==> config.mk <==
export PLATFORM = sky130hd
export DESIGN_NAME = clk_policy_ctrl
export DESIGN_NICKNAME = d
export VERILOG_FILES = /design/src/rtl/clk_policy_ctrl.sv
export SDC_FILE = /design/constraint.sdc
export NUM_CORES = 1
export LEC_CHECK = 0
export BUFFER_PORTS_ARGS = -buffer_cell sky130_fd_sc_hd__buf_4
export CAP_MARGIN = 20
export CORE_MARGIN = 4
export CORE_UTILIZATION = 54
export DETAILED_ROUTE_END_ITERATION = 10
export PLACE_DENSITY = 0.86
export SLEW_MARGIN = 25
export SYNTH_ARGS = -nofsm -noshare
export SYNTH_HDL_FRONTEND = slang
export SYNTH_SLANG_ARGS = --single-unit
==> constraint.sdc <==
create_clock -name clk -period 1.93 [get_ports clk]
set_clock_uncertainty 0.2 [all_clocks]
set_input_delay 0.4825 -clock clk [delete_from_list [all_inputs] [get_ports clk]]
set_output_delay 0.4825 -clock clk [all_outputs]
set_load 0.005 [all_outputs]
==> src/rtl/clk_policy_ctrl.sv <==
module clk_policy_ctrl #(
  parameter int NCLK = 32,
  parameter logic [1:0] RST_POL = 2'd2
) (
  input  logic            clk,
  input  logic            rst_n,
  input  logic            reg_we,
  input  logic [2:0]      reg_addr,
  input  logic [31:0]     reg_wdata,
  output logic [31:0]     reg_rdata,
  input  logic            volt_stable,
  output logic [NCLK-1:0] clk_en
);
  localparam logic [2:0] A_CTRL = 3'd4;
  localparam logic [2:0] A_STOP = 3'd5;
  localparam int POL_LSB = 8;
  localparam int ACT_LSB = 12;

  logic [3:0][NCLK-1:0] mask_q, shadow_q;
  logic [1:0] act_q, tgt_q;
  logic busy_q, sync_q, stop_req_q, stopped_q;

  wire go_wr   = reg_we && reg_addr == A_CTRL && reg_wdata[0];
  wire go_acc  = go_wr && !busy_q;
  wire done    = busy_q && volt_stable;
  wire stop_wr = reg_we && reg_addr == A_STOP && reg_wdata[0];
  wire mask_wr = reg_we && !reg_addr[2] && stopped_q;
  wire [1:0] req_pol = reg_wdata[POL_LSB+1:POL_LSB];

  always_ff @(posedge clk or negedge rst_n) begin
    if (!rst_n) begin
      mask_q     <= '1;
      shadow_q   <= '1;
      act_q      <= RST_POL;
      tgt_q      <= RST_POL;
      busy_q     <= 1'b0;
      sync_q     <= 1'b0;
      stop_req_q <= 1'b0;
      stopped_q  <= 1'b0;
    end else begin
      if (stop_wr) stop_req_q <= 1'b1;
      else if (stop_req_q && !busy_q) begin
        stop_req_q <= 1'b0;
        stopped_q  <= 1'b1;
      end
      if (mask_wr) mask_q[reg_addr[1:0]] <= reg_wdata[NCLK-1:0];
      if (go_acc) begin
        busy_q    <= 1'b1;
        sync_q    <= reg_wdata[1];
        tgt_q     <= req_pol;
        stopped_q <= 1'b0;
        if (reg_wdata[1]) act_q <= req_pol;
      end else if (done) begin
        busy_q   <= 1'b0;
        shadow_q <= mask_q;
        if (!sync_q) act_q <= tgt_q;
      end
    end
  end

  assign clk_en = shadow_q[act_q];

  always_comb begin
    reg_rdata = '0;
    if (!reg_addr[2]) reg_rdata[NCLK-1:0] = mask_q[reg_addr[1:0]];
    else if (reg_addr == A_CTRL) begin
      reg_rdata[0] = busy_q;
      reg_rdata[1] = sync_q;
      reg_rdata[POL_LSB+1:POL_LSB] = tgt_q;
      reg_rdata[ACT_LSB+1:ACT_LSB] = act_q;
    end else if (reg_addr == A_STOP) reg_rdata[1:0] = {stopped_q, stop_req_q};
  end

  AST_BUSY_CLEARS: assert property (@(posedge clk) disable iff (!rst_n)
    done |=> !busy_q);
  AST_SYNC_SWITCH: assert property (@(posedge clk) disable iff (!rst_n)
    go_acc && reg_wdata[1] |=> act_q == $past(req_pol));
  AST_ASYNC_HOLD: assert property (@(posedge clk) disable iff (!rst_n)
    busy_q && !sync_q && !volt_stable |=> $stable(act_q));
  AST_GO_IGNORED: assert property (@(posedge clk) disable iff (!rst_n)
    busy_q && go_wr |=> $stable(tgt_q) && $stable(sync_q));
  AST_EN_HELD: assert property (@(posedge clk) disable iff (!rst_n)
    !done && !go_acc |=> $stable(clk_en));
  AST_MASK_LOCKED: assert property (@(posedge clk) disable iff (!rst_n)
    !stopped_q |=> $stable(mask_q));
endmodule

==> results.yml <==
run_status:
  status: "complete, but fails checks"
  violations: "negative setup slack"
floorplan:
  ioPinCount: 103
  rows: 54
  start_util_pct: 55.2
  die_height_um: 158
  dieArea_mm2: 0.0248
  die_w_um: 158
  core_area_mm2: 0.0219
pwr:
  combPwrFrac_pct: 29.6
  p_seq_share_pct: 45.1
  p_leak_nw: 6.53
  intPower_w: 0.0156
  p_clk_share_pct: 25.2
  ir_drop_v: 0.000972
  switching_share_pct: 25.1
  power_density_mw_per_mm2: 1320
  power.switching_w: 0.00522
  total_power_w: 0.0208
hold_path:
  hold_depth: 2
  hold_class: "input port to flip-flop"
  hp-start: "reg_wdata[30]"
  hold_end: "mask_q[94]"
placement:
  portBuffers: 102
  dp_cells: 1100
  place_ws_ns: -0.657
  gp_congestion: 0.779
  dp_hpwl_um: 17200
detailed_routing:
  num_vias: 7055
  totalWireLength_um: 27800
  via_per_inst: 5.76
  wl_per_cell_um: 22.7
  drc: 0
  drt-initial-drc-count: 236
  ant_nets: 0
  drtPass1Iterations: 4
yosys:
  synth.net_count: 750
  ys_ff_latch: 264
  syn_area_mm2: 0.0121
  synth.distinct_cells: 37
  ys_seq_area_share_pct: 57.4
  synth_warnings: 0
  synth_cells: 711
  syn_area_per_cell_um2: 17.0
global_routing:
  grt_pass1_vias: 7868
  track_usage_pct: 22.7
  grt_pass1_wl_um: 44300
  grt_max_degree: 54
  antenna_found_initial: 0
  overflow: 0
timing:
  post-route-period-util_pct: 136
  hold_viol_final: 0
  fmax_mhz: 382
  slew_headroom_pct: 64.2
  setup_viol: 64
  rsz0062_at_grt: "yes"
  finalWorstSetupSlack_ns: -0.687
  post-route-min-period_ns: 2.62
  tightest_slew_ns: 0.537
  slew_viol_final: 0
clock_network:
  insertion_delay_ns: 0.53
  cts_tree: "built"
  clock_path_buffers: 3
  cts_made_buffers: 28
  cts-root-buf: "clkbuf_16"
  clk_pin_slew_ns: 0.06
  cts_max_level: 1
  clkSinkCount: 264
cells_and_area:
  finalNonFillerCells: 1225
  n_antenna_cell: 0
  num-fill-cells: 1325
  final_nets: 965
  drive_above_1_share_pct: 92.5
  finish.utilization_pct: 71.8
  layout-area-overhead-vs-synth_pct: 30.0
setup_path:
  endpoint_kind: "output port"
  r2r_end: "mask_q[60]"
  timing_worst_setup_path_type: "flip-flop to output port"
  reg2reg_from: "stopped_q"
  crit_path_start_kind: "flip-flop"
  arrival_ns: 1.93
  worstPathRequired_ns: 1.25
  r2r_cells: 4
  reg2reg_slack_ns: 0.22
  crit_fanout: 9
job:
  cap_viol_max_count: 0
## layout make-up
cell class	count	area (µm²)	share of cell area, %
flip-flops and latches	264	6930	44.1
inverters	1	3.75	0.0239
multi-input cells	398	5120	32.6
repair buffers	233	2390	15.2
clock buffers	46	900	5.73
well taps	280	350	2.23
clock inverters	3	15.0	0.0956
## cell usage in the layout (no fill, tap or decap), drive strengths merged, types with 3 or more instances in the layout
cell type    instances
mux4                58
dfstp              258
nand2b               4
nor2b               27
dlygate4sd3         12
dfrtp                6
buf                220
clkinv               3
clkbuf              47
nand2                5
o221ai               3
mux2i               14
o21ai                5
nor3b                3
mux2               258
## metal layers
layer  track usage (%)  vias to the layer above  wire length [µm]
li1                  -                     3075                 -
met3              3.09                       34              1250
met4              4.83                        0               468
met2              38.9                      175             14300
met1              31.4                     3771             11800
met5                 0                        -                 0
## logic make-up after synthesis
group	Yosys count	share of synthesized area [%]
compound gates	17	1.08
simple gates	51	2.95
flops	264	57.4
buf+inv	49	2.59
mux	330	36.0
## per-stage QoR
| step | setup TNS (ns) | area [µm²] | hold WS (ns) |
|---|---|---|---|
| final | -31.98 | 15700 | 0.0199 |
| after global placement | -59.45 | 13800 | 0.254 |
| after floorplan | -2.51 | 12300 | -0.0131 |
| after detailed placement | -64.10 | 13800 | 0.263 |
| after global routing | -34.77 | 15700 | 0.00244 |
| after CTS | -33.18 | 15600 | 0.00121 |
## worst max-delay path, cell delays in order, from the launching register on
cell       delay [ns]
dfrtp_2          0.37
buf_12           0.17
clkbuf_16        0.17
mux4_2           0.54
buf_6            0.14
## flip-flops by register name, indices dropped and copies added (netlist names)
register and flops:
act_q 2, busy_q 1, mask_q 128, shadow_q 128
stop_req_q 1, stopped_q 1, sync_q 1, tgt_q 2
## worst max path at each step
stage	depth (start not counted)	slack, ns	from	end
after floorplan	4	-0.11	reg_addr[0]	reg_rdata[14]
after global placement	7	-0.62	reg_addr[0]	reg_rdata[13]
after detailed placement	7	-0.66	reg_addr[0]	reg_rdata[13]
after CTS	4	-0.70	act_q[0]	clk_en[25]
after global routing	4	-0.71	act_q[0]	clk_en[2]
final	4	-0.69	act_q[0]	clk_en[27]
## Yosys cell counts, drive strengths merged
cell type	instances	share of area, %
nand3b	2	0.26
a21oi	1	0.041
mux2i	14	1.2
dfrtp	6	1.2
a31o	1	0.073
o22a	2	0.15
nor3b	3	0.32
nor2	2	0.083
mux2	258	24
nor4bb	1	0.083
o21ai	5	0.21
o221ai	3	0.22
buf	40	2.3
nand3	1	0.041
clkbuf	8	0.25
or3b	1	0.073
nand2b	4	0.21
and3b	2	0.15
or2	2	0.10
o22ai	1	0.052
nor2b	27	1.4
dfstp	258	56
and4b	1	0.083
mux4	58	11
a21bo	1	0.083
o221a	2	0.19
nand2	5	0.16
inv	1	0.031
a22o	1	0.073
## timing repair
item	4_1_cts	5_1_grt
hold endpoints to repair	19	0
setup endpoints to repair	64	64
cloned	1	1
buffers inserted	60	2
hold buffers	12	0
pin swaps	5	1
resized for setup	70	12
## power groups by stage
stage                     Clock [W]  Sequential [W]  Combinational (W)
after floorplan                   0         0.00900            0.00330
after global placement            0         0.00935            0.00494
after detailed placement          0         0.00948            0.00509
after CTS                   0.00535         0.00932            0.00613
after global routing        0.00559         0.00959            0.00661
final                       0.00525         0.00939            0.00617
No activity file was read; power rests on OpenSTA's default activity.
